### config.mk
export PLATFORM = sky130hd
export DESIGN_NAME = borrow_relay_sel
export DESIGN_NICKNAME = d
export VERILOG_FILES = /design/src/rtl/relay_sel_pkg.sv /design/src/rtl/relay_sel_ctrl.sv /design/src/rtl/relay_sel_dp.sv /design/src/rtl/borrow_relay_sel.sv
export SDC_FILE = /design/constraint.sdc
export NUM_CORES = 1
export LEC_CHECK = 0
export BUFFER_PORTS_ARGS = -buffer_cell sky130_fd_sc_hd__buf_2
export CORE_UTILIZATION = 25
export CTS_CLUSTER_DIAMETER = 50
export DETAILED_ROUTE_END_ITERATION = 8
export PLACE_DENSITY = 0.55
export SYNTH_ARGS = -nofsm -noshare
export SYNTH_HDL_FRONTEND = slang
export SYNTH_SLANG_ARGS = --single-unit
### constraint.sdc
create_clock -name clk -period 0.8 [get_ports clk]
set_input_delay 0.16 -clock clk [delete_from_list [all_inputs] [get_ports clk]]
set_output_delay 0.16 -clock clk [all_outputs]
set_load 0.01 [all_outputs]
### src/rtl/relay_sel_pkg.sv
package relay_sel_pkg;
  localparam int SEL_W = 2;
  typedef logic [SEL_W-1:0] sel_t;
  localparam sel_t SEL_TB   = 2'b00;
  localparam sel_t SEL_CEIL = 2'b10;

  typedef struct packed {
    logic relayOn;
    logic flagArm;
  } relay_ctrl_t;

  function automatic sel_t bumpSel(sel_t s);
    return (s >= SEL_CEIL) ? SEL_CEIL : sel_t'(s + 1'b1);
  endfunction

  function automatic sel_t maxSel(sel_t a, sel_t b);
    return (a > b) ? a : b;
  endfunction
endpackage

### src/rtl/relay_sel_ctrl.sv
module relay_sel_ctrl
  import relay_sel_pkg::*;
(
  input  logic        borrowEn,
  input  logic        localMismatch,
  input  logic        curInEd,
  output relay_ctrl_t strobes
);
  always_comb begin
    strobes.relayOn = borrowEn;
    strobes.flagArm = borrowEn & localMismatch & curInEd;
  end
endmodule

### src/rtl/relay_sel_dp.sv
module relay_sel_dp
  import relay_sel_pkg::*;
#(
  parameter int FANIN = 4
) (
  input  logic               clk,
  input  logic               rstN,
  input  relay_ctrl_t        strobes,
  input  logic [2*FANIN-1:0] upSel,
  input  logic [FANIN-1:0]   upErr,
  input  logic               localMismatch,
  output sel_t               selOut,
  output logic               errFlag,
  output sel_t               relayOut,
  output logic               curInEd
);
  localparam int LEVELS = (FANIN > 1) ? $clog2(FANIN) : 0;
  localparam int PADN   = 1 << LEVELS;
  localparam int NODES  = 2 * PADN - 1;

  sel_t node [NODES];
  sel_t selQ;
  logic flagQ;
  sel_t nextSel;

  // leaves: per-lane request, padding lanes request the lowest code
  for (genvar j = 0; j < PADN; j++) begin : g_leaf
    if (j < FANIN) begin : g_live
      assign node[PADN-1+j] = upErr[j] ? bumpSel(upSel[2*j +: SEL_W]) : SEL_TB;
    end else begin : g_pad
      assign node[PADN-1+j] = SEL_TB;
    end
  end

  // balanced comparator tree, root at node 0
  for (genvar k = 0; k < PADN - 1; k++) begin : g_tree
    assign node[k] = maxSel(node[2*k+1], node[2*k+2]);
  end

  assign nextSel = strobes.relayOn ? node[0] : SEL_TB;

  always_ff @(posedge clk or negedge rstN) begin
    if (!rstN) begin
      selQ  <= SEL_TB;
      flagQ <= 1'b0;
    end else begin
      selQ  <= nextSel;
      flagQ <= strobes.flagArm;
    end
  end

  assign selOut   = selQ;
  assign errFlag  = flagQ;
  assign curInEd  = (selQ != SEL_TB);
  assign relayOut = (strobes.relayOn && localMismatch) ? bumpSel(selQ) : SEL_TB;
endmodule

### src/rtl/borrow_relay_sel.sv
module borrow_relay_sel
  import relay_sel_pkg::*;
#(
  parameter int FANIN = 4
) (
  input  logic               clk,
  input  logic               rstN,
  input  logic               borrowEn,
  input  logic [2*FANIN-1:0] upSel,
  input  logic [FANIN-1:0]   upErr,
  input  logic               localMismatch,
  output logic [1:0]         selOut,
  output logic               errFlag,
  output logic [1:0]         relayOut
);
  relay_ctrl_t strobes;
  logic        curInEd;

  relay_sel_ctrl u_ctrl (
    .borrowEn      (borrowEn),
    .localMismatch (localMismatch),
    .curInEd       (curInEd),
    .strobes       (strobes)
  );

  relay_sel_dp #(.FANIN(FANIN)) u_dp (
    .clk           (clk),
    .rstN          (rstN),
    .strobes       (strobes),
    .upSel         (upSel),
    .upErr         (upErr),
    .localMismatch (localMismatch),
    .selOut        (selOut),
    .errFlag       (errFlag),
    .relayOut      (relayOut),
    .curInEd       (curInEd)
  );
endmodule

Word-level counts from Yosys, hierarchy flattened

Index checks and enable logic that the tools add are counted.

Reduce and logical (&&, ||, !) cells: 2
$add $sub $neg: 5
Multiplexer cells: 14
$lt $le $gt $ge: 8
Bitwise logic cells: 2

Operators with widths:

| kind                                                          | number |
|---|---|
| 2-bit 2-to-1 mux                                              | 14 |
| 2-bit by 1-bit adder with 2-bit output, second input constant | 5 |
| 2-bit >= comparator, second input constant                    | 5 |
| 2-bit greater-than comparator                                 | 3 |
| 1-bit bitwise AND                                             | 2 |
| 2-bit nonzero test                                            | 1 |
| 1-bit logical AND                                             | 1 |

Output and inout bits: 5
Bits of input ports: 16
Word-level logic and storage cells: 33
Flip-flop bits (word level): 3

Longest topological paths before layout

Gate-level depths: netlist of run 1.

Word-level depth: 8
Mapped depth: 11
Mapped depth without buffers: 11

Hierarchy

Synthesis of run 1 repeated with hierarchy kept, for this count alone.

Cells, all modules: 51
Area total of the unflattened synthesis: 417.9 µm²

By module, submodules not included:

| module         | area each (µm²) | sequential area each (µm²) | cells each | instances |
|---|---|---|---|---|
| relay_sel_dp   | 404.1           | 75.1                       | 49         | 1 |
| relay_sel_ctrl | 13.8            | 0.0                        | 2          | 1 |

Least setup slack after synthesis of run 1

OpenSTA, ideal clock, no wires.

Path kind: input to register
Start point: in upSel[6]
End point: reg u_dp.selQ[0], in the netlist u_dp.selOut[0]
Setup time: 0.118 ns
Buffers on the path: 0
Path slack: -1.085 ns
Data required time: 0.682 ns
Data arrival time: 1.767 ns
Cell stages on the path: 9
Path through: o21ai_0 -> ha_1 -> nor2b_1 -> o21ai_0 -> mux2i_1 -> ha_1 -> nand2b_1 -> a21boi_0 -> o2bb2ai_2

Cells in the longest elaborated chain, start to end: 8
Elaborated cells on any way between the ends: 9
Classes of those cells: 1 x add/sub; 3 x order compare; 5 x mux

Ends and longest elaborated chain:

| element                                                                       | RTL line              | source |
|---|---|---|
| start: declaration                                                            | borrow_relay_sel.sv:9 | `input logic [2*FANIN-1:0] upSel,` |
| 2-bit by 1-bit adder with 2-bit output or 2-bit >= comparator (tied branches) | relay_sel_pkg.sv:13   | `return (s >= SEL_CEIL) ? SEL_CEIL : sel_t'(s + 1'b1);` |
| 2-bit 2-to-1 mux *                                                            | relay_sel_pkg.sv:13   |  |
| 2-bit 2-to-1 mux *                                                            | relay_sel_dp.sv:29    | `assign node[PADN-1+j] = upErr[j] ? bumpSel(upSel[2*j +: SEL_W]) : SEL_TB;` |
| 2-bit greater-than comparator                                                 | relay_sel_pkg.sv:17   | `return (a > b) ? a : b;` |
| 2-bit 2-to-1 mux *                                                            | relay_sel_pkg.sv:17   |  |
| 2-bit greater-than comparator                                                 | relay_sel_pkg.sv:17   |  |
| 2-bit 2-to-1 mux *                                                            | relay_sel_pkg.sv:17   |  |
| 2-bit 2-to-1 mux *                                                            | relay_sel_dp.sv:40    | `assign nextSel = strobes.relayOn ? node[0] : SEL_TB;` |
| net u_dp.nextSel[0]                                                           | relay_sel_dp.sv:24    | `sel_t nextSel;` |
| end signal: assignment                                                        | relay_sel_dp.sv:47    | `selQ <= nextSel;` |
| end: declaration                                                              | relay_sel_dp.sv:22    | `sel_t selQ;` |

The timed path passes the listed nets; every way through them passes the cells marked *.

Final worst setup path of run 1

Same ends and word-level chain as after synthesis.

==> results of run 1 <==
through the flow:
stage / instance area, µm² / std cells / setup WS (ns) / hold WS (ns)
floorplan: 422 / 49 / -0.955 / -0.136
global placement: 632 / 97 / -1.22 / -0.0415
detailed placement: 632 / 97 / -1.24 / -0.0419
CTS: 817 / 109 / -0.864 / 0.209
global route: 938 / 110 / -0.930 / 0.239
finish: 938 / 110 / -0.880 / 0.215
kinds of logic (layout without fill, tap and decap cells):
group                      count (synthesis)  count (layout)
adders and majority gates                  9               9
AOI/OAI and AO/OA                         11              11
buffers and inverters                      5              50
muxes                                      1               1
and+or+nand+nor                           20              20
DFF                                        3               3
timing repair:
item	CTS	global route
endpoints found under the setup margin	7	7
gates resized for setup	20	24
hold buffers	1	0
pin swaps	17	14
buffers inserted	7	3
cloned	0	0
hold endpoints to repair	3	0
flip-flops by register name (all words and copies together) (netlist names):
register,cells
u_dp.selOut,2
u_dp.errFlag,1
worst reg2reg max path, cell delays in order (launching register included):
cell,delay [ns]
dfrtp_1,0.38
nor2_1,0.11
nor2_1,0.05
layout make-up:
type / instances / area [µm²] / area share
Inverter: 5 / 18.8 / 0.0200
Tap cell: 16 / 20.0 / 0.0213
Timing Repair Buffer: 41 / 325 / 0.347
Sequential cell: 3 / 75.1 / 0.0800
Multi-Input combinational cell: 41 / 473 / 0.504
Clock buffer: 4 / 26.3 / 0.0280
how the worst max path moves through the flow:
stage / startpoint / endpoint / slack, ns
after floorplan: upSel[5] / u_dp.selOut[0]$_DFF_PN0_ / -0.95
after global placement: upSel[3] / u_dp.selOut[0]$_DFF_PN0_ / -1.22
after detailed placement: upSel[3] / u_dp.selOut[0]$_DFF_PN0_ / -1.24
after CTS: upSel[2] / u_dp.selOut[0]$_DFF_PN0_ / -0.86
after global routing: upSel[5] / u_dp.selOut[0]$_DFF_PN0_ / -0.93
final: upSel[6] / u_dp.selOut[0]$_DFF_PN0_ / -0.88
synthesized netlist by cell type (all sizes together):
cell type	count	area (µm²)
o21bai	1	7.51
nor4b	1	8.76
nand2b	1	6.26
nand3	1	5.00
inv	5	18.8
o2bb2ai	1	15.0
o21ai	5	25.0
a22oi	1	7.51
nor2b	3	18.8
o211a	1	10.0
ha	9	113
a21boi	1	7.51
nand2	5	18.8
mux2i	1	10.0
nor2	6	22.5
dfrtp	3	75.1
and4bb	1	12.5
nor3	1	5.00
nor3b	1	7.51
a32oi	1	8.76
cells in the final DEF, fill, tap and decap left out, drive strengths merged:
cell | netlist | final
a22oi | 1 | 1
o211a | 1 | 1
nor2 | 6 | 6
dlygate4sd3 | 0 | 1
a21boi | 1 | 1
nand2b | 1 | 1
o21bai | 1 | 1
nand2 | 5 | 5
a32oi | 1 | 1
buf | 0 | 40
and4bb | 1 | 1
nor4b | 1 | 1
mux2i | 1 | 1
o21ai | 5 | 5
o2bb2ai | 1 | 1
nor2b | 3 | 3
nand3 | 1 | 1
inv | 5 | 5
nor3b | 1 | 1
ha | 9 | 9
nor3 | 1 | 1
clkbuf | 0 | 4
dfrtp | 3 | 3
power by group:
part / leakage (nW) / internal (mW) / switching (mW)
clock: 0.0150 / 0.187 / 0.0776
sequential: 0.0393 / 0.163 / 0.00656
combinational: 0.405 / 0.295 / 0.208
total: 0.459 / 0.644 / 0.293
per-layer routing:
metal  vias up  part of all wire  global-route usage
li1        261                 -                   -
met1       243              0.37               0.150
met2        16              0.58               0.259
met3         0             0.051              0.0259
met4         0                 0              0.0563
met5         -                 0                   0
==> reports/metrics.json, run 1 <==
{
  "clkSlewWorstSetupHoldPaths": {"value": 0.04, "unit": "ns"},
  "clock_tree.htree_level_count": {"value": 1},
  "yosys.area_share.simple": {"value": 0.261},
  "clock_tree.buffer_depth": {"value": 2},
  "cpLargestDelayFamily": {"value": "compound AO/OA/AOI/OAI gates"},
  "critical_path_depth": {"value": 10},
  "synth.distinct_cells": {"value": 20},
  "timing.slew.headroom": {"value": 0.809},
  "path_max_fanout": {"value": 2},
  "finish.net_count": {"value": 120},
  "globalplace.congestion": {"value": 0.627},
  "synthCells": {"value": 49},
  "clock.fmax": {"value": 0.595, "unit": "GHz"},
  "detailroute.via_count": {"value": 520},
  "dp_hpwl": {"value": 707, "unit": "µm"},
  "grt_setup_unrepaired": {"value": "yes"},
  "coreArea": {"value": 0.00151, "unit": "mm²"},
  "total_power": {"value": 0.937, "unit": "mW"},
  "synth_xor_area_frac": {"value": 0},
  "outcome": {"value": "finished, violations left"},
  "num-fill-cells": {"value": 124},
  "hp-start": {"value": "localMismatch"},
  "timing.final.hold_violations": {"value": 0},
  "drv_cap": {"value": 0},
  "vdd.ir_drop.worst": {"value": 0.414, "unit": "mV"},
  "reg2reg_setup_slack": {"value": 0.14, "unit": "ns"},
  "power_per_cell_area": {"value": 998, "unit": "mW/mm²"},
  "die_y": {"value": 42.1, "unit": "µm"},
  "final_max_slew_viol_count": {"value": 0},
  "synth_compound_gate_area_share": {"value": 0.202},
  "timing.clock.skew": {"value": 0.000628, "unit": "ns"},
  "cp_cell_sequence": {"value": "buf_2 -> o21ai_4 -> ha_4 -> nor2b_1 -> o21ai_1 -> mux2i_2 -> ha_4 -> o21bai_4 -> a21boi_2 -> o2bb2ai_2"},
  "number_of_global_route_vias_before_repair": {"value": 485},
  "cts_tree": {"value": "built"},
  "die_width": {"value": 42.1, "unit": "µm"},
  "ios": {"value": 21},
  "route.detailed.vias_per_inst": {"value": 4.73},
  "timing.setup.tns": {"value": -1.74, "unit": "ns"},
  "crit-reg2reg-capture": {"value": "u_dp.errFlag$_DFF_PN0_"},
  "grt_start_max_net_pins": {"value": 4},
  "setup_violations": {"value": 7},
  "seq_area_frac_synth": {"value": 0.186},
  "worst-slew-pin-transition": {"value": 0.281, "unit": "ns"},
  "total_die_area": {"value": 0.00178, "unit": "mm²"},
  "share_of_final_layout_standard_cells_stronger_than_drive_strength_1": {"value": 0.713},
  "port_buffers": {"value": 20},
  "antenna_violation_net_count_after_detailed_routing": {"value": 0},
  "drc_errors": {"value": 0},
  "root_buffer": {"value": "clkbuf_4"},
  "post-route-worst-setup-slack": {"value": -0.880, "unit": "ns"},
  "antenna_violations_before_repair": {"value": 0},
  "initialDrtViolationCount": {"value": 1},
  "finalCoreUtilization": {"value": 0.623},
  "syn-mean-instance-area": {"value": 8.22, "unit": "µm²"},
  "setup.worst_path.class": {"value": "input pin to flop"},
  "synthesis.yosys.warnings": {"value": 0},
  "worst_path_most_repeated_cell": {"value": "ha_4"},
  "routedWlPerCell": {"value": 10.9, "unit": "µm"},
  "hold_depth": {"value": 3},
  "worst_hold_path_type": {"value": "input pin to flop"},
  "critical_path.endpoint_type": {"value": "flop"},
  "flow.area_growth_from_synthesis": {"value": 133, "unit": "%"},
  "crit-reg2reg-launch": {"value": "u_dp.selOut[0]$_DFF_PN0_"},
  "final_wl": {"value": 1190, "unit": "µm"},
  "syn_nets": {"value": 74},
  "dr.pass1.iters": {"value": 2},
  "static-leakage-power": {"value": 0.459, "unit": "nW"},
  "synth_top_family_by_area": {"value": "adder cells"},
  "synth_fa_ha_area_frac": {"value": 0.280},
  "synth_mux_area_frac": {"value": 0.0248},
  "grt_usage": {"value": 0.138},
  "violations": {"value": "negative setup slack"},
  "clk-insertion-delay-late": {"value": 0.23, "unit": "ns"},
  "timing.critical_path.buf_inv": {"value": 1},
  "critical_path_source_type": {"value": "input pin"},
  "cts_sinks": {"value": 3},
  "antenna_cells": {"value": 0},
  "final_min_period_over_clock_period": {"value": 2.10},
  "start_util": {"value": 0.267},
  "critPathArrivalTime": {"value": 1.84, "unit": "ns"},
  "tritoncts.num_buffers": {"value": 3},
  "postSynthRegisterBits": {"value": 3},
  "placementRows": {"value": 14},
  "timing.critical_path.slowest_cell_delay": {"value": 0.34, "unit": "ns"},
  "worstHoldEndpoint": {"value": "u_dp.errFlag$_DFF_PN0_"},
  "worst_path_required": {"value": 0.96, "unit": "ns"},
  "period_needed": {"value": 1.68, "unit": "ns"},
  "synth.cell_area": {"value": 403, "unit": "µm²"},
  "wire_length_of_the_first_global_routing_pass": {"value": 1920, "unit": "µm"},
  "r2r_cells": {"value": 2},
  "grt_overflow_total": {"value": 0},
  "timing.critical_path.slowest_stage_cell": {"value": "mux2i_2"}
}
Note: power is estimated with default switching activity, not from simulation.
==> run 2: changes to the inputs <==
- ABC_CLOCK_PERIOD_IN_PS: not set -> 800
- PLACE_DENSITY: 0.55 -> 0.49
==> run 2 against run 1 <==
The flow still finishes with violations (negative setup slack). Combinational power grew 3%. Maximum frequency shrank 5.2%. First-iteration DRC count grew to 4.0 times the previous value. Die area is the same. Setup slack lost 0.092 ns. Utilization grew 0.083 points. Via count grew 1.5%. Largest power group unchanged.
==> reports/metrics.json, run 2 (same netlist as run 1, synthesis figures left out) <==
{
  "critical_path_source_type": {"value": "input pin", "change": "unchanged"},
  "route.detailed.vias_per_inst": {"value": 4.71, "change": "was 4.73"},
  "detailroute.via_count": {"value": 528, "change": "was 520"},
  "antenna_cells": {"value": 0, "change": "unchanged"},
  "coreArea": {"value": 0.00151, "unit": "mm²", "change": "unchanged"},
  "cts_sinks": {"value": 3, "change": "unchanged"},
  "layout.cells.most_common_list": {"value": "buf_4 (24), buf_2 (11), buf_6 (7)", "change": "was buf_4 (19), buf_2 (12), buf_6 (6)"},
  "drv_cap": {"value": 0, "change": "unchanged"},
  "timing.slew.headroom": {"value": 0.818, "change": "was 0.809"},
  "cpLargestDelayFamily": {"value": "adder cells", "change": "was compound AO/OA/AOI/OAI gates"},
  "critical_path.endpoint_type": {"value": "flop", "change": "unchanged"},
  "grt_setup_unrepaired": {"value": "yes", "change": "unchanged"},
  "final_max_slew_viol_count": {"value": 0, "change": "unchanged"},
  "worst_setup_path_startpoint": {"value": "upErr[2]", "change": "was upSel[6]"},
  "antenna_violation_net_count_after_detailed_routing": {"value": 0, "change": "unchanged"},
  "final_wl": {"value": 1400, "unit": "µm", "change": "was 1190 µm"},
  "wire_length_of_the_first_global_routing_pass": {"value": 1860, "unit": "µm", "change": "was 1920 µm"},
  "setup.worst_path.class": {"value": "input pin to flop", "change": "unchanged"},
  "timing.critical_path.buf_inv": {"value": 1, "change": "unchanged"},
  "critPathArrivalTime": {"value": 1.93, "unit": "ns", "change": "was 1.84 ns"},
  "die_width": {"value": 42.1, "unit": "µm", "change": "unchanged"},
  "setup_violations": {"value": 6, "change": "was 7"},
  "timing.critical_path.slowest_stage_cell": {"value": "mux2i_2", "change": "unchanged"},
  "post-route-worst-setup-slack": {"value": -0.971, "unit": "ns", "change": "was -0.880 ns"},
  "outcome": {"value": "finished, violations left", "change": "unchanged"},
  "grt_usage": {"value": 0.135, "change": "was 0.138"},
  "start_util": {"value": 0.267, "change": "unchanged"},
  "clock_tree.buffer_depth": {"value": 2, "change": "unchanged"},
  "layout.cells.most_common": {"value": "buf_4", "change": "unchanged"},
  "violations": {"value": "negative setup slack", "change": "unchanged"},
  "dp_hpwl": {"value": 764, "unit": "µm", "change": "was 707 µm"},
  "share_of_final_layout_standard_cells_stronger_than_drive_strength_1": {"value": 0.719, "change": "was 0.713"},
  "placementRows": {"value": 14, "change": "unchanged"},
  "routedWlPerCell": {"value": 12.5, "unit": "µm", "change": "was 10.9 µm"},
  "crit-reg2reg-launch": {"value": "u_dp.selOut[1]$_DFF_PN0_", "change": "was u_dp.selOut[0]$_DFF_PN0_"},
  "finalCoreUtilization": {"value": 0.624, "change": "was 0.623"},
  "drc_errors": {"value": 0, "change": "unchanged"},
  "clkSlewWorstSetupHoldPaths": {"value": 0.04, "unit": "ns", "change": "about the same"},
  "timing.final.hold_violations": {"value": 0, "change": "unchanged"},
  "static-leakage-power": {"value": 0.459, "unit": "nW", "change": "about the same"},
  "antenna_violations_before_repair": {"value": 0, "change": "unchanged"},
  "whs": {"value": 0.216, "unit": "ns", "change": "was 0.215 ns"},
  "worst-slew-pin-transition": {"value": 0.268, "unit": "ns", "change": "was 0.281 ns"},
  "largest_register_ff_count": {"value": 2, "change": "unchanged"},
  "cp_cell_sequence": {"value": "buf_2 -> nor2b_2 -> ha_1 -> nor2b_1 -> o21ai_1 -> mux2i_2 -> ha_4 -> nand2b_4 -> nand3_2 -> o2bb2ai_2", "change": "was buf_2 -> o21ai_4 -> ha_4 -> nor2b_1 -> o21ai_1 -> mux2i_2 -> ha_4 -> o21bai_4 -> a21boi_2 -> o2bb2ai_2"},
  "ios": {"value": 21, "change": "unchanged"},
  "initialDrtViolationCount": {"value": 4, "change": "was 1"},
  "clock_tree.htree_level_count": {"value": 1, "change": "unchanged"},
  "port_buffers": {"value": 20, "change": "unchanged"},
  "total_die_area": {"value": 0.00178, "unit": "mm²", "change": "unchanged"},
  "cp-endpoint": {"value": "u_dp.selOut[0]$_DFF_PN0_", "change": "unchanged"},
  "tritoncts.num_buffers": {"value": 3, "change": "unchanged"},
  "globalplace.congestion": {"value": 0.733, "change": "was 0.627"},
  "clk-insertion-delay-late": {"value": 0.23, "unit": "ns", "change": "about the same"},
  "clock.fmax": {"value": 0.565, "unit": "GHz", "change": "was 0.595 GHz"},
  "met3RoutedLength": {"value": 58, "unit": "µm", "change": "was 61 µm"},
  "grt_start_max_net_pins": {"value": 5, "change": "was 4"},
  "final_min_period_over_clock_period": {"value": 2.21, "change": "was 2.10"},
  "vdd.ir_drop.worst": {"value": 0.315, "unit": "mV", "change": "was 0.414 mV"},
  "worst_hold_path_type": {"value": "input pin to flop", "change": "unchanged"},
  "timing.critical_path.slowest_cell_delay": {"value": 0.34, "unit": "ns", "change": "about the same"},
  "period_needed": {"value": 1.77, "unit": "ns", "change": "was 1.68 ns"},
  "r2r_cells": {"value": 2, "change": "unchanged"},
  "post_route_m1_wl": {"value": 504, "unit": "µm", "change": "was 440 µm"},
  "power_per_cell_area": {"value": 1020, "unit": "mW/mm²", "change": "was 998 mW/mm²"},
  "routed-wl-met2": {"value": 794, "unit": "µm", "change": "was 692 µm"},
  "finish.net_count": {"value": 122, "change": "was 120"},
  "flow.area_growth_from_synthesis": {"value": 133, "unit": "%", "change": "about the same"},
  "path_max_fanout": {"value": 2, "change": "unchanged"},
  "cts_tree": {"value": "built", "change": "unchanged"},
  "critical_path_depth": {"value": 10, "change": "unchanged"},
  "highest_layer": {"value": "met4", "change": "was met3"},
  "root_buffer": {"value": "clkbuf_4", "change": "unchanged"},
  "crit-reg2reg-capture": {"value": "u_dp.errFlag$_DFF_PN0_", "change": "unchanged"},
  "grt_overflow_total": {"value": 0, "change": "unchanged"},
  "worst_path_required": {"value": 0.95, "unit": "ns", "change": "was 0.96 ns"},
  "dr.pass1.iters": {"value": 4, "change": "was 2"},
  "die_y": {"value": 42.1, "unit": "µm", "change": "unchanged"},
  "timing.clock.skew": {"value": 0.000346, "unit": "ns", "change": "was 0.000628 ns"},
  "number_of_global_route_vias_before_repair": {"value": 486, "change": "was 485"},
  "reg2reg_setup_slack": {"value": 0.14, "unit": "ns", "change": "about the same"}
}
run 2: cell types whose count changed in the layout (fill, tap and decap cells not counted), sizes merged:
cell and delta:
buf +2
run 2: layer usage:
layer,vias to the layer above,global-route usage
li1,267,-
met1,242,0.139
met2,15,0.250
met3,4,0.0172
met4,0,0.0938
met5,-,0
run 2: how the worst min path moves through the flow:
stage                  start                       end  slack (ns)  cells after the start
3_3_place_gp            rstN    u_dp.errFlag$_DFF_PN0_       -0.04                      1
6_report       localMismatch    u_dp.errFlag$_DFF_PN0_        0.22                      3
4_1_cts             borrowEn  u_dp.selOut[1]$_DFF_PN0_        0.19                      2
5_1_grt             borrowEn  u_dp.selOut[1]$_DFF_PN0_        0.21                      2
2_1_floorplan           rstN    u_dp.errFlag$_DFF_PN0_       -0.14                      0
3_5_place_dp            rstN    u_dp.errFlag$_DFF_PN0_       -0.04                      1
run 2: cell type report:
| class | count | area [µm²] |
|---|---|---|
| Sequential cell | 3 | 75.1 |
| Tap cell | 16 | 20.0 |
| Timing Repair Buffer | 43 | 324 |
| Multi-Input combinational cell | 41 | 475 |
| Fill cell | 133 | 567 |
| Inverter | 5 | 18.8 |
| Clock buffer | 4 | 26.3 |
run 2: timing repair:
action	CTS	global route
hold buffers	1	0
endpoints found under the hold margin	3	0
setup endpoints to repair	7	7
resized for setup	12	25
pin swaps	15	13
setup buffers	9	4
run 2: worst min-delay path, delay by kind of cell:
family	cells	cell delay, ns
buffers and inverters	1	0.10
and+or+nand+nor	2	0.15
run 2: per-stage QoR:
stage	instance area, µm²	total power, mW	cells	setup slack, ns	setup TNS [ns]
floorplan	422	0.323	49	-0.955	-1.06
global placement	624	0.455	96	-1.22	-1.61
detailed placement	624	0.459	96	-1.28	-1.73
CTS	779	0.814	110	-0.890	-1.86
global route	940	1.02	112	-1.06	-2.12
finish	940	0.958	112	-0.971	-1.86
run 2: where the power goes:
part,switching [mW],total (mW),internal [mW]
Combinational,0.217,0.520,0.303
Clock,0.0808,0.268,0.187
Sequential,0.00738,0.170,0.163
==> run 3: changes to the inputs <==
- ABC_CLOCK_PERIOD_IN_PS: 800 -> 1600
- PLACE_DENSITY: 0.49 -> 0.51
- clock period: 0.8 -> 1.6 ns (I/O delays scaled with it)
==> run 3 against run 2 <==
The flow still finishes with violations (negative setup slack). Register-to-register slack improved by 0.81 ns. Final area decreased by 1.1%. Worst hold slack improved by 0.13 ns. Critical path type unchanged. Critical endpoint unchanged. Largest power group unchanged.
==> reports/metrics.json, run 3 (same netlist as run 1, synthesis figures left out) <==
{
  "grt_setup_unrepaired": {"value": "yes", "change": "unchanged"},
  "layout.cells.most_common_list": {"value": "buf_4 (22), buf_2 (13), ha_1 (5)", "change": "was buf_4 (24), buf_2 (11), buf_6 (7)"},
  "static-leakage-power": {"value": 0.457, "unit": "nW", "change": "was 0.459 nW"},
  "worst-slew-pin-transition": {"value": 0.248, "unit": "ns", "change": "was 0.268 ns"},
  "grt_overflow_total": {"value": 0, "change": "unchanged"},
  "area.sequential": {"value": 75.1, "unit": "µm²", "change": "unchanged"},
  "timing.critical_path.buf_inv": {"value": 2, "change": "was 1"},
  "worst_path_required": {"value": 1.71, "unit": "ns", "change": "was 0.95 ns"},
  "internal-power": {"value": 0.309, "unit": "mW", "change": "was 0.653 mW"},
  "clock_tree.htree_level_count": {"value": 1, "change": "unchanged"},
  "share_of_final_layout_standard_cells_stronger_than_drive_strength_1": {"value": 0.716, "change": "was 0.719"},
  "total_power": {"value": 0.449, "unit": "mW", "change": "was 0.958 mW"},
  "finalCoreUtilization": {"value": 0.617, "change": "was 0.624"},
  "coreArea": {"value": 0.00151, "unit": "mm²", "change": "unchanged"},
  "timing.clock.skew": {"value": 0.000805, "unit": "ns", "change": "was 0.000346 ns"},
  "timing.final.hold_violations": {"value": 0, "change": "unchanged"},
  "antenna_violations_before_repair": {"value": 0, "change": "unchanged"},
  "die_width": {"value": 42.1, "unit": "µm", "change": "unchanged"},
  "comb_power_share": {"value": 0.527, "change": "was 0.543"},
  "clkSlewWorstSetupHoldPaths": {"value": 0.03, "unit": "ns", "change": "was 0.04 ns"},
  "num-fill-cells": {"value": 142, "change": "was 133"},
  "antenna_violation_net_count_after_detailed_routing": {"value": 0, "change": "unchanged"},
  "multiInputGateArea": {"value": 474, "unit": "µm²", "change": "was 475 µm²"},
  "critical_path.endpoint_type": {"value": "flop", "change": "unchanged"},
  "port_buffers": {"value": 20, "change": "unchanged"},
  "final_wl": {"value": 1280, "unit": "µm", "change": "was 1400 µm"},
  "final_max_slew_viol_count": {"value": 0, "change": "unchanged"},
  "detailroute.via_count": {"value": 515, "change": "was 528"},
  "path_max_fanout": {"value": 3, "change": "was 2"},
  "critPathArrivalTime": {"value": 1.97, "unit": "ns", "change": "was 1.93 ns"},
  "clk-insertion-delay-late": {"value": 0.23, "unit": "ns", "change": "about the same"},
  "largest_register_ff_count": {"value": 2, "change": "unchanged"},
  "die_y": {"value": 42.1, "unit": "µm", "change": "unchanged"},
  "power_per_cell_area": {"value": 483, "unit": "mW/mm²", "change": "was 1020 mW/mm²"},
  "outcome": {"value": "finished, violations left", "change": "unchanged"},
  "root_buffer": {"value": "clkbuf_4", "change": "unchanged"},
  "tritoncts.num_buffers": {"value": 3, "change": "unchanged"},
  "cpLargestDelayFamily": {"value": "compound AO/OA/AOI/OAI gates", "change": "was adder cells"},
  "switching_share": {"value": 0.313, "change": "was 0.318"},
  "layout.cells.most_common": {"value": "buf_4", "change": "unchanged"},
  "setup_violations": {"value": 1, "change": "was 6"},
  "drc_errors": {"value": 0, "change": "unchanged"},
  "initialDrtViolationCount": {"value": 1, "change": "was 4"},
  "globalplace.congestion": {"value": 0.608, "change": "was 0.733"},
  "cp_cell_sequence": {"value": "buf_8 -> o21ai_4 -> inv_2 -> ha_4 -> and4bb_2 -> a22oi_1 -> o211a_1 -> ha_1 -> nand2b_1 -> a21boi_2 -> o2bb2ai_2", "change": "was buf_2 -> nor2b_2 -> ha_1 -> nor2b_1 -> o21ai_1 -> mux2i_2 -> ha_4 -> nand2b_4 -> nand3_2 -> o2bb2ai_2"},
  "clock_tree.buffer_depth": {"value": 2, "change": "unchanged"},
  "violations": {"value": "negative setup slack", "change": "unchanged"},
  "drv_cap": {"value": 0, "change": "unchanged"},
  "total_die_area": {"value": 0.00178, "unit": "mm²", "change": "unchanged"},
  "timing.critical_path.slowest_cell_delay": {"value": 0.23, "unit": "ns", "change": "was 0.34 ns"},
  "cts_tree": {"value": "built", "change": "unchanged"},
  "flow.area_growth_from_synthesis": {"value": 131, "unit": "%", "change": "was 133%"},
  "timing.slew.headroom": {"value": 0.834, "change": "was 0.818"},
  "dr.pass1.iters": {"value": 2, "change": "was 4"},
  "grt_usage": {"value": 0.132, "change": "was 0.135"},
  "dp_hpwl": {"value": 731, "unit": "µm", "change": "was 764 µm"},
  "vdd.ir_drop.worst": {"value": 0.189, "unit": "mV", "change": "was 0.315 mV"},
  "period_needed": {"value": 1.85, "unit": "ns"},
  "wire_length_of_the_first_global_routing_pass": {"value": 1790, "unit": "µm", "change": "was 1860 µm"},
  "ios": {"value": 21, "change": "unchanged"},
  "number_of_global_route_vias_before_repair": {"value": 482, "change": "was 486"},
  "clock.fmax": {"value": 0.539, "unit": "GHz"},
  "placementRows": {"value": 14, "change": "unchanged"},
  "grt_start_max_net_pins": {"value": 5, "change": "unchanged"},
  "timing.critical_path.slowest_stage_cell": {"value": "and4bb_2", "change": "was mux2i_2"},
  "clockPowerShare": {"value": 0.286, "change": "was 0.280"},
  "critical_path_source_type": {"value": "input pin", "change": "unchanged"},
  "power.sequential.fraction": {"value": 0.187, "change": "was 0.178"},
  "net-switching-power": {"value": 0.140, "unit": "mW", "change": "was 0.305 mW"},
  "setup.worst_path.class": {"value": "input pin to flop", "change": "unchanged"},
  "antenna_cells": {"value": 0, "change": "unchanged"},
  "worst_hold_path_type": {"value": "input pin to flop", "change": "unchanged"},
  "routedWlPerCell": {"value": 11.5, "unit": "µm", "change": "was 12.5 µm"},
  "final_min_period_over_clock_period": {"value": 1.16},
  "cts_sinks": {"value": 3, "change": "unchanged"},
  "start_util": {"value": 0.267, "change": "unchanged"},
  "post-route-worst-setup-slack": {"value": -0.255, "unit": "ns", "change": "was -0.971 ns"},
  "route.detailed.vias_per_inst": {"value": 4.64, "change": "was 4.71"},
  "finish.net_count": {"value": 121, "change": "was 122"}
}
## run 3: power groups by stage
stage,clock network [mW],logic [mW],registers [mW]
floorplan,0,0.0725,0.0878
global route,0.140,0.259,0.0844
finish,0.129,0.237,0.0842
CTS,0.135,0.190,0.0843
detailed placement,0,0.144,0.0852
global placement,0,0.141,0.0849
## run 3: area by class of cell
type                       count  area share
timing repair buffer          42       0.339
clock buffer                   4      0.0283
inverter                       5      0.0202
sequential                     3      0.0808
multi-input combinational     41       0.510
tap                           16      0.0215
## run 3: tightest hold or removal path, stage by stage
cell     delay, ns
buf_2         0.09
nand2_1       0.07
nor2_1        0.05
## run 3: final timing paths
kind / startpoint / end / slack (ns) / cells after the start
setup / recovery: upSel[0] / u_dp.selOut[0]$_DFF_PN0_ / -0.25 / 11
setup reg to reg: u_dp.selOut[1]$_DFF_PN0_ / u_dp.errFlag$_DFF_PN0_ / 0.95 / 2
max in group asynchronous: rstN / u_dp.selOut[0]$_DFF_PN0_ / 1.06 / 2
hold / removal: localMismatch / u_dp.errFlag$_DFF_PN0_ / 0.35 / 3
hold reg to reg: u_dp.selOut[0]$_DFF_PN0_ / u_dp.errFlag$_DFF_PN0_ / 0.55 / 2
min in group asynchronous: rstN / u_dp.errFlag$_DFF_PN0_ / 0.44 / 2
## run 3: metal layers
layer / wire length [µm] / GRT usage
met1: 460 / 0.126
met3: 47 / 0.0129
met2: 773 / 0.275
met5: 0 / 0
met4: 0 / 0.0563
## run 3: repair_timing
| action | 4_1_cts | 5_1_grt |
|---|---|---|
| pin swaps | 17 | 12 |
| endpoints found under the setup margin | 1 | 1 |
| buffers inserted | 7 | 2 |
| endpoints found under the hold margin | 3 | 0 |
| hold buffers | 1 | 0 |
| resized for setup | 20 | 22 |
## run 3: metrics by stage
step	instances	cell area [µm²]	setup WS (ns)	hold WS (ns)	TNS, ns
floorplan	49	417	-0.315	0.0244	-0.315
detailed placement	97	627	-0.609	0.119	-0.609
finish	111	930	-0.255	0.350	-0.255
CTS	109	807	-0.218	0.345	-0.218
global route	111	930	-0.358	0.375	-0.358
global placement	97	627	-0.546	0.118	-0.546
